`config.mk`:
```
export PLATFORM = sky130hd
export DESIGN_NAME = cse_status
export DESIGN_NICKNAME = d
export VERILOG_FILES = /design/src/rtl/cse_pkg.sv /design/src/rtl/cse_addr_dec.sv /design/src/rtl/cse_viol_class.sv /design/src/rtl/cse_state.sv /design/src/rtl/cse_status.sv
export SDC_FILE = /design/constraint.sdc
export NUM_CORES = 1
export LEC_CHECK = 0
export CORE_MARGIN = 1
export CORE_UTILIZATION = 24
export DETAILED_ROUTE_END_ITERATION = 10
export GPL_ROUTABILITY_DRIVEN = 0
export PLACE_DENSITY = 0.75
export SYNTH_ARGS = -nofsm -noshare
export SYNTH_HDL_FRONTEND = slang
export SYNTH_SLANG_ARGS = --single-unit
```
`constraint.sdc`:
```
create_clock -name clk -period 1.3 [get_ports clk]
set_input_delay 0.26 -clock clk [delete_from_list [all_inputs] [get_ports clk]]
set_output_delay 0.26 -clock clk [all_outputs]
set_load 0.02 [all_outputs]
```
`src/rtl/cse_pkg.sv`:
```
package cse_pkg;

    localparam int STAT_W   = 32;
    localparam int DRDY_BIT = 0;
    localparam int DET_BIT  = 8;
    localparam int KIND_LSB = 12;
    localparam int SEC_BIT  = 16;

    typedef enum logic [1:0] {
        VK_IDATA_BUSY = 2'd0,
        VK_ODATA_BUSY = 2'd1,
        VK_MODE_BUSY  = 2'd2,
        VK_WO_READ    = 2'd3
    } viol_kind_e;

    typedef enum logic [1:0] {
        SM_MANUAL = 2'd0,
        SM_AUTO   = 2'd1,
        SM_IDATA  = 2'd2
    } start_mode_e;

    typedef struct packed {
        logic ctrl;
        logic mode;
        logic key;
        logic idata;
        logic odata;
    } addr_hits_t;

    typedef struct packed {
        logic       drdy;
        logic       det;
        viol_kind_e kind;
    } stat_state_t;

endpackage

```
`src/rtl/cse_addr_dec.sv`:
```
module cse_addr_dec
    import cse_pkg::*;
#(
    parameter int AW         = 8,
    parameter int CTRL_ADDR  = 'h00,
    parameter int MODE_ADDR  = 'h04,
    parameter int KEY_BASE   = 'h20,
    parameter int KEY_CNT    = 4,
    parameter int IDATA_BASE = 'h40,
    parameter int IDATA_CNT  = 2,
    parameter int ODATA_BASE = 'h50,
    parameter int ODATA_CNT  = 2
) (
    input  logic [AW-1:0] bus_addr,
    output addr_hits_t    hits,
    output logic          wo_hit
);

    localparam int WSTEP = 4;

    logic [KEY_CNT-1:0]   key_m;
    logic [IDATA_CNT-1:0] idata_m;
    logic [ODATA_CNT-1:0] odata_m;

    for (genvar i = 0; i < KEY_CNT; i++) begin : g_key
        assign key_m[i] = (bus_addr == AW'(KEY_BASE + WSTEP * i));
    end
    for (genvar i = 0; i < IDATA_CNT; i++) begin : g_idata
        assign idata_m[i] = (bus_addr == AW'(IDATA_BASE + WSTEP * i));
    end
    for (genvar i = 0; i < ODATA_CNT; i++) begin : g_odata
        assign odata_m[i] = (bus_addr == AW'(ODATA_BASE + WSTEP * i));
    end

    always_comb begin
        hits.ctrl  = (bus_addr == AW'(CTRL_ADDR));
        hits.mode  = (bus_addr == AW'(MODE_ADDR));
        hits.key   = |key_m;
        hits.idata = |idata_m;
        hits.odata = |odata_m;
        wo_hit     = hits.ctrl | hits.key | hits.idata;
    end

endmodule

```
`src/rtl/cse_viol_class.sv`:
```
module cse_viol_class
    import cse_pkg::*;
(
    input  addr_hits_t  hits,
    input  logic        wo_hit,
    input  logic        bus_wr,
    input  logic        bus_rd,
    input  logic        busy,
    input  logic [1:0]  start_mode,
    output logic        viol_hit,
    output viol_kind_e  viol_kind,
    output logic        mode_wr_ok
);

    logic [3:0] cond;

    always_comb begin
        cond[0] = bus_wr & hits.idata & busy & (start_mode == SM_IDATA);
        cond[1] = bus_rd & hits.odata & busy;
        cond[2] = bus_wr & hits.mode & busy;
        cond[3] = bus_rd & wo_hit;

        viol_hit = |cond;
        // lowest code wins when several conditions meet
        if (cond[0])      viol_kind = VK_IDATA_BUSY;
        else if (cond[1]) viol_kind = VK_ODATA_BUSY;
        else if (cond[2]) viol_kind = VK_MODE_BUSY;
        else              viol_kind = VK_WO_READ;

        mode_wr_ok = bus_wr & hits.mode & ~cond[2];
    end

endmodule

```
`src/rtl/cse_state.sv`:
```
module cse_state
    import cse_pkg::*;
(
    input  logic        clk,
    input  logic        rst_n,
    input  logic        done,
    input  logic        start,
    input  logic        swrst,
    input  logic        rd_clr,
    input  logic        wr_clr,
    input  logic        viol_hit,
    input  viol_kind_e  viol_kind,
    output stat_state_t st_q
);

    stat_state_t st_d;

    always_comb begin
        st_d = st_q;
        if (swrst) begin
            st_d = '0;
        end else begin
            if (done)                             st_d.drdy = 1'b1;
            else if (start | rd_clr | wr_clr)     st_d.drdy = 1'b0;
            if (viol_hit) begin
                st_d.det  = 1'b1;
                st_d.kind = viol_kind;
            end
        end
    end

    always_ff @(posedge clk or negedge rst_n) begin
        if (!rst_n) st_q <= '0;
        else        st_q <= st_d;
    end

endmodule

```
`src/rtl/cse_status.sv`:
```
module cse_status
    import cse_pkg::*;
#(
    parameter int AW         = 8,
    parameter int SEC_W      = 4,
    parameter int CTRL_ADDR  = 'h00,
    parameter int MODE_ADDR  = 'h04,
    parameter int KEY_BASE   = 'h20,
    parameter int KEY_CNT    = 4,
    parameter int IDATA_BASE = 'h40,
    parameter int IDATA_CNT  = 2,
    parameter int ODATA_BASE = 'h50,
    parameter int ODATA_CNT  = 2
) (
    input  logic             clk,
    input  logic             rst_n,
    input  logic [AW-1:0]    bus_addr,
    input  logic             bus_wr,
    input  logic             bus_rd,
    input  logic             busy,
    input  logic             done_pulse,
    input  logic [1:0]       start_mode,
    input  logic             lod_en,
    input  logic             ctl_start,
    input  logic             ctl_swrst,
    input  logic [SEC_W-1:0] sec_flags,
    output logic [31:0]      status_word,
    output logic             viol_hit,
    output logic [1:0]       viol_kind,
    output logic             mode_wr_ok
);

    addr_hits_t  hits;
    logic        wo_hit;
    viol_kind_e  kind_w;
    stat_state_t st_q;
    logic        rd_clr;
    logic        wr_clr;

    cse_addr_dec #(
        .AW(AW), .CTRL_ADDR(CTRL_ADDR), .MODE_ADDR(MODE_ADDR),
        .KEY_BASE(KEY_BASE), .KEY_CNT(KEY_CNT),
        .IDATA_BASE(IDATA_BASE), .IDATA_CNT(IDATA_CNT),
        .ODATA_BASE(ODATA_BASE), .ODATA_CNT(ODATA_CNT)
    ) u_dec (
        .bus_addr (bus_addr),
        .hits     (hits),
        .wo_hit   (wo_hit)
    );

    cse_viol_class u_cls (
        .hits       (hits),
        .wo_hit     (wo_hit),
        .bus_wr     (bus_wr),
        .bus_rd     (bus_rd),
        .busy       (busy),
        .start_mode (start_mode),
        .viol_hit   (viol_hit),
        .viol_kind  (kind_w),
        .mode_wr_ok (mode_wr_ok)
    );

    always_comb begin
        rd_clr = bus_rd & hits.odata;
        wr_clr = bus_wr & hits.idata & lod_en &
                 ((start_mode == SM_MANUAL) | (start_mode == SM_AUTO));
    end

    cse_state u_st (
        .clk       (clk),
        .rst_n     (rst_n),
        .done      (done_pulse),
        .start     (ctl_start),
        .swrst     (ctl_swrst),
        .rd_clr    (rd_clr),
        .wr_clr    (wr_clr),
        .viol_hit  (viol_hit),
        .viol_kind (kind_w),
        .st_q      (st_q)
    );

    always_comb begin
        viol_kind                          = kind_w;
        status_word                        = '0;
        status_word[DRDY_BIT]              = st_q.drdy;
        status_word[DET_BIT]               = st_q.det;
        status_word[KIND_LSB+1:KIND_LSB]   = st_q.kind;
        status_word[SEC_BIT]               = |sec_flags;
    end

endmodule

```
**After elaboration in Yosys (flattened, before gate mapping)**

Index checks and enable logic that the tools add are counted.

- Bits in registers: 4
- Latch bits: 0
- Bits in writable memories: 0
- Memory bits (read-only): 0
- Bits of input ports: 23
- Output and inout bits: 36
- Word-level logic and storage cells: 47
- Memories kept: 0

- Add/subtract/negate cells: 0
- Multipliers: 0
- Divide/modulo/power cells: 0
- Order comparisons: 0
- Equal/unequal tests: 11
- Shifts and indexed selects: 0
- Muxes and demuxes: 7
- Bitwise gates (word level): 17
- Reductions and logical operators: 9

Operators by type and width:

| operator | number |
|---|---|
| $eq 8x6->1 const B | 4 |
| $eq 8x7->1 const B | 4 |
| $reduce_or 4->1 | 3 |
| $and 1x1->1 | 11 |
| $eq 8x3->1 const B | 1 |
| $logic_not 8->1 | 1 |
| $or 1x1->1 | 5 |
| $mux 2 | 2 |
| $mux 4 | 1 |
| $reduce_or 2->1 | 2 |
| $mux 1 | 3 |
| $mux 3 | 1 |
| $reduce_bool 3->1 | 1 |
| $eq 2x1->1 const B | 1 |
| $eq 2x2->1 const B | 1 |
| $logic_not 2->1 | 1 |
| $reduce_bool 2->1 | 1 |
| $not 1->1 | 1 |

**Depth between registers and ports, before layout**

- Depth in word-level cells: 9
- Mapped depth: 5
- Mapped depth without buffers: 5

**By module**

Synthesis repeated with hierarchy kept, for this count alone.

- Cells, all modules: 68
- Area total of the unflattened synthesis: 526.8 sq um

By module, submodules not included:

| module | instances | cells each | area each (sq um) | sequential area each (sq um) |
|---|---|---|---|---|
| cse_status | 1 | 31 | 230.2 | 0.0 |
| cse_state | 1 | 13 | 153.9 | 100.1 |
| cse_addr_dec | 1 | 14 | 76.3 | 0.0 |
| cse_viol_class | 1 | 10 | 66.3 | 0.0 |

**Worst setup path before layout**

Ideal clock, no wire load.

- Kind: input-to-output
- Start: in bus_addr[4]
- End: out viol_hit
- Data arrival time: 1179 ps
- Required time: 1040 ps
- Path slack: -139 ps
- Stages: 5
- Buffers on the path: 0
- Cells stage by stage: or3b_4 -> o21ai_1 -> and2_2 -> inv_2 -> nand2_1

- Cells in the longest elaborated chain, start to end: 6

RTL lines:

| what | line | text |
|---|---|---|
| start: declaration | cse_status.sv:17 | `input logic [AW-1:0] bus_addr,` |
| $eq 8x6->1 or $eq 8x7->1 (tied branches) | cse_addr_dec.sv:26, cse_addr_dec.sv:29 |  |
| $reduce_or 4->1 or $reduce_or 2->1 (tied branches) | cse_addr_dec.sv:38, cse_addr_dec.sv:39 |  |
| $or 1x1->1 or $and 1x1->1 (tied branches) (2 in a row) | cse_addr_dec.sv:41, cse_viol_class.sv:18 |  |
| $and 1x1->1, on equally long branches | cse_viol_class.sv:21, cse_viol_class.sv:18 |  |
| $reduce_or 4->1 * | cse_viol_class.sv:23 | `viol_hit = \|cond;` |
| end: declaration | cse_status.sv:28 | `output logic viol_hit,` |

Every way passes the cells marked *; elsewhere a longest branch is shown, timed or not.

**Worst setup path in the final report**

- Start: in bus_addr[7]
- End: out viol_hit

The elaborated chain is that of the path after synthesis.

==> metrics.txt <==
Ys Warns=0; max frequency=0.659 GHz; CORE AREA=0.00198 mm²; synth top area cells=buf_4 (39%), dfrtp_1 (19%), nand2_1 (3.6%); Buffers on Ports=31; Synth Area per Inst=7.91 µm²; wirelength, routed=1380 µm; most frequent CP cell=buf_6; outcome=finished with violations; largest area contributor in the netlist=buf_4; Worst path max stage delay=0.42 ns; Post-Layout Cell Count=144; clk_lat worst skew=0.23 ns; Hold Worst Slack=0.230 ns; footprint of the multi-input gates=400 µm²; CP cell instances=buf_6, or3b_4, o21ai_2, and2_4, inv_4, nand2_4, buf_6; Mapped Cells=65; ys flop type=dfrtp_1; area of placed instances=863 µm²; DR pass1 iterations=5; synth cell count leaders=buf_4 (27), nand2_1 (5), dfrtp_1 (4), nor2_1 (4), inv_1 (3); vias in the first global route=449; ANT cells=0; most instantiated library cell after synthesis=buf_4; CTS tree=done; r2r setup slk=0.47 ns; cell count after placement=135; FILL cells=207; Yosys top cell area share=39.4%; sequential share of the synthesized area=19.5%; Final nets=142; Max Root-Sink Buffers=2; maximum resistive drop on vdd=216 µV; DIE HEIGHT=48.3 µm; initial antenna violation count=0; Post-synth EDFFs=0; register bit count reported by yosys=4; Arrival @ worst endpoint=1.26 ns; Antenna Nets Post-Route=0; Placement Setup Slack=-1.06 ns; die area=0.00233 mm²; Worst Path Required=1.04 ns; I/O pins=59; classification of the worst setup path=primary input to primary output; delay-heaviest family, CP=simple AND/OR/NAND/NOR gates; max FFs per register=4; leakage=0.000507 µW; Vias=563; Clock Sinks=4; TritonCTS buffer count=3; gr ovfl total=0; pin count of the biggest net entering global routing=5; WP buf/inv=3; largest registers=u_st.st_q (4); Initial Util=25.9%; Reg clk slew, reported paths=0.04 ns; Worst setup SP type=primary input; Period Utilization, post-route=117%; RSZ-0062 raised after global routing=true; # setup viols final=5; worst setup slack after layout=-0.217 ns; Layout Area Growth over Synthesis=94.2%; critical path fanouts, max=3; root buf cell=clkbuf_4; critical path's slowest cell=or3b_4; GRT Total Usage=11.2%; DRC=0; share of post-route cells with drive strength above 1=48.7%; share of flip-flops with an asynchronous set or reset=100%; vias per cell=3.91; endpoints failing hold=0; first-pass GRT wire length=1730 µm; Max-Cap Viols=0; register area=100 µm²; largest register by flop count=u_st.st_q; hold buffers post-CTS=0; Worst setup EP type=primary output; Max Transition Viols Final=0; clk_skew=0 ns; HP Class=primary input to async pin; row cnt=16; initial drt markers=4; die width=48.3 µm; drt wl/cell=9.58 µm; cell area after synthesis=514 µm²; post-DP HPWL=1050 µm; Cell variety after synth=26; depth of the CTS H-tree=1; pwr dens=513 mW/mm²; fin area=998 µm²; violated checks=negative setup slack; min Tclk post-route=1.52 ns
==> cell families after synthesis <==
| logic type | Yosys count | share of synthesized area, % |
|---|---|---|
| buffers and inverters | 31 | 42.3 |
| AOI/OAI and AO/OA | 9 | 13.6 |
| other | 1 | 0.729 |
| DFF | 4 | 19.5 |
| and+or+nand+nor | 20 | 23.8 |
==> power by group <==
group          internal, µW  switching [µW]
clock                   103            47.4
sequential              129            1.61
combinational          98.5             133
total                   330             182
==> metal layers <==
metal / vias to the layer above / GRT usage, % / wire length, µm
met3: 0 / 1.48 / 183
met4: 0 / 8.33 / 0
met2: 44 / 22.7 / 743
met5: - / 0 / 0
li1: 269 / - / -
met1: 250 / 9.76 / 453
==> per-stage QoR <==
step / TNS (ns) / utilization [%] / total power (µW)
after floorplan: -0.0339 / - / 293
after CTS: -0.924 / 47.9 / 509
after global placement: -6.81 / 43.6 / 339
final: -0.842 / 50.4 / 513
after global routing: -1.01 / 50.4 / 540
after detailed placement: -6.97 / 43.6 / 342
==> area by class of cell <==
class / instances / share of cell area (%)
well taps: 27 / 3.38
clock buffers: 3 / 2.26
inverters: 4 / 1.75
flip-flops and latches: 4 / 10.0
repair buffers: 50 / 42.5
multi-input cells: 56 / 40.1
==> final timing paths <==
check / from / to / cells past startpoint
setup / recovery: bus_addr[7] / viol_hit / 7
hold / removal: rst_n / u_st.st_q[0] / 1
setup reg to reg: u_st.st_q[0] / u_st.st_q[0] / 1
hold reg to reg: u_st.st_q[1] / u_st.st_q[1] / 2
max in group asynchronous: rst_n / u_st.st_q[3] / 1
min in group clk: u_st.st_q[1] / u_st.st_q[1] / 2
==> what timing repair did <==
item | in CTS | in global routing
pin swaps | 12 | 9
gates cloned | 0 | 0
buffers inserted | 3 | 3
endpoints found under the setup margin | 13 | 9
resized for setup | 90 | 18
==> cell usage in the layout, fill, tap and decap left out <==
master | netlist | routed
or3b_4 | 1 | 1
nor2b_1 | 1 | 1
o21ai_2 | 0 | 1
a32o_1 | 1 | 1
a31oi_1 | 1 | 1
nor2_1 | 4 | 3
clkdlybuf4s50_1 | 0 | 5
o31ai_4 | 0 | 1
buf_2 | 0 | 6
or4_4 | 0 | 1
and3b_2 | 0 | 1
dfrtp_1 | 4 | 4
inv_4 | 0 | 1
a21oi_4 | 0 | 2
and2_4 | 0 | 2
o311a_1 | 1 | 1
a2bb2oi_4 | 0 | 1
clkbuf_2 | 0 | 2
clkbuf_4 | 0 | 3
nand3b_1 | 1 | 1
buf_6 | 0 | 11
nor2_4 | 0 | 1
buf_4 | 27 | 17
inv_1 | 3 | 3
a211oi_2 | 0 | 1
nor4_2 | 1 | 1
clkdlybuf4s15_1 | 0 | 3
dlygate4sd2_1 | 0 | 6
nand4b_1 | 1 | 1
nand2_1 | 5 | 3
nand2_2 | 0 | 1
nand2b_4 | 0 | 1
conb_1 | 1 | 27
nand2_4 | 0 | 1
nor4_4 | 0 | 1
No activity file was read; power rests on OpenSTA's default activity.
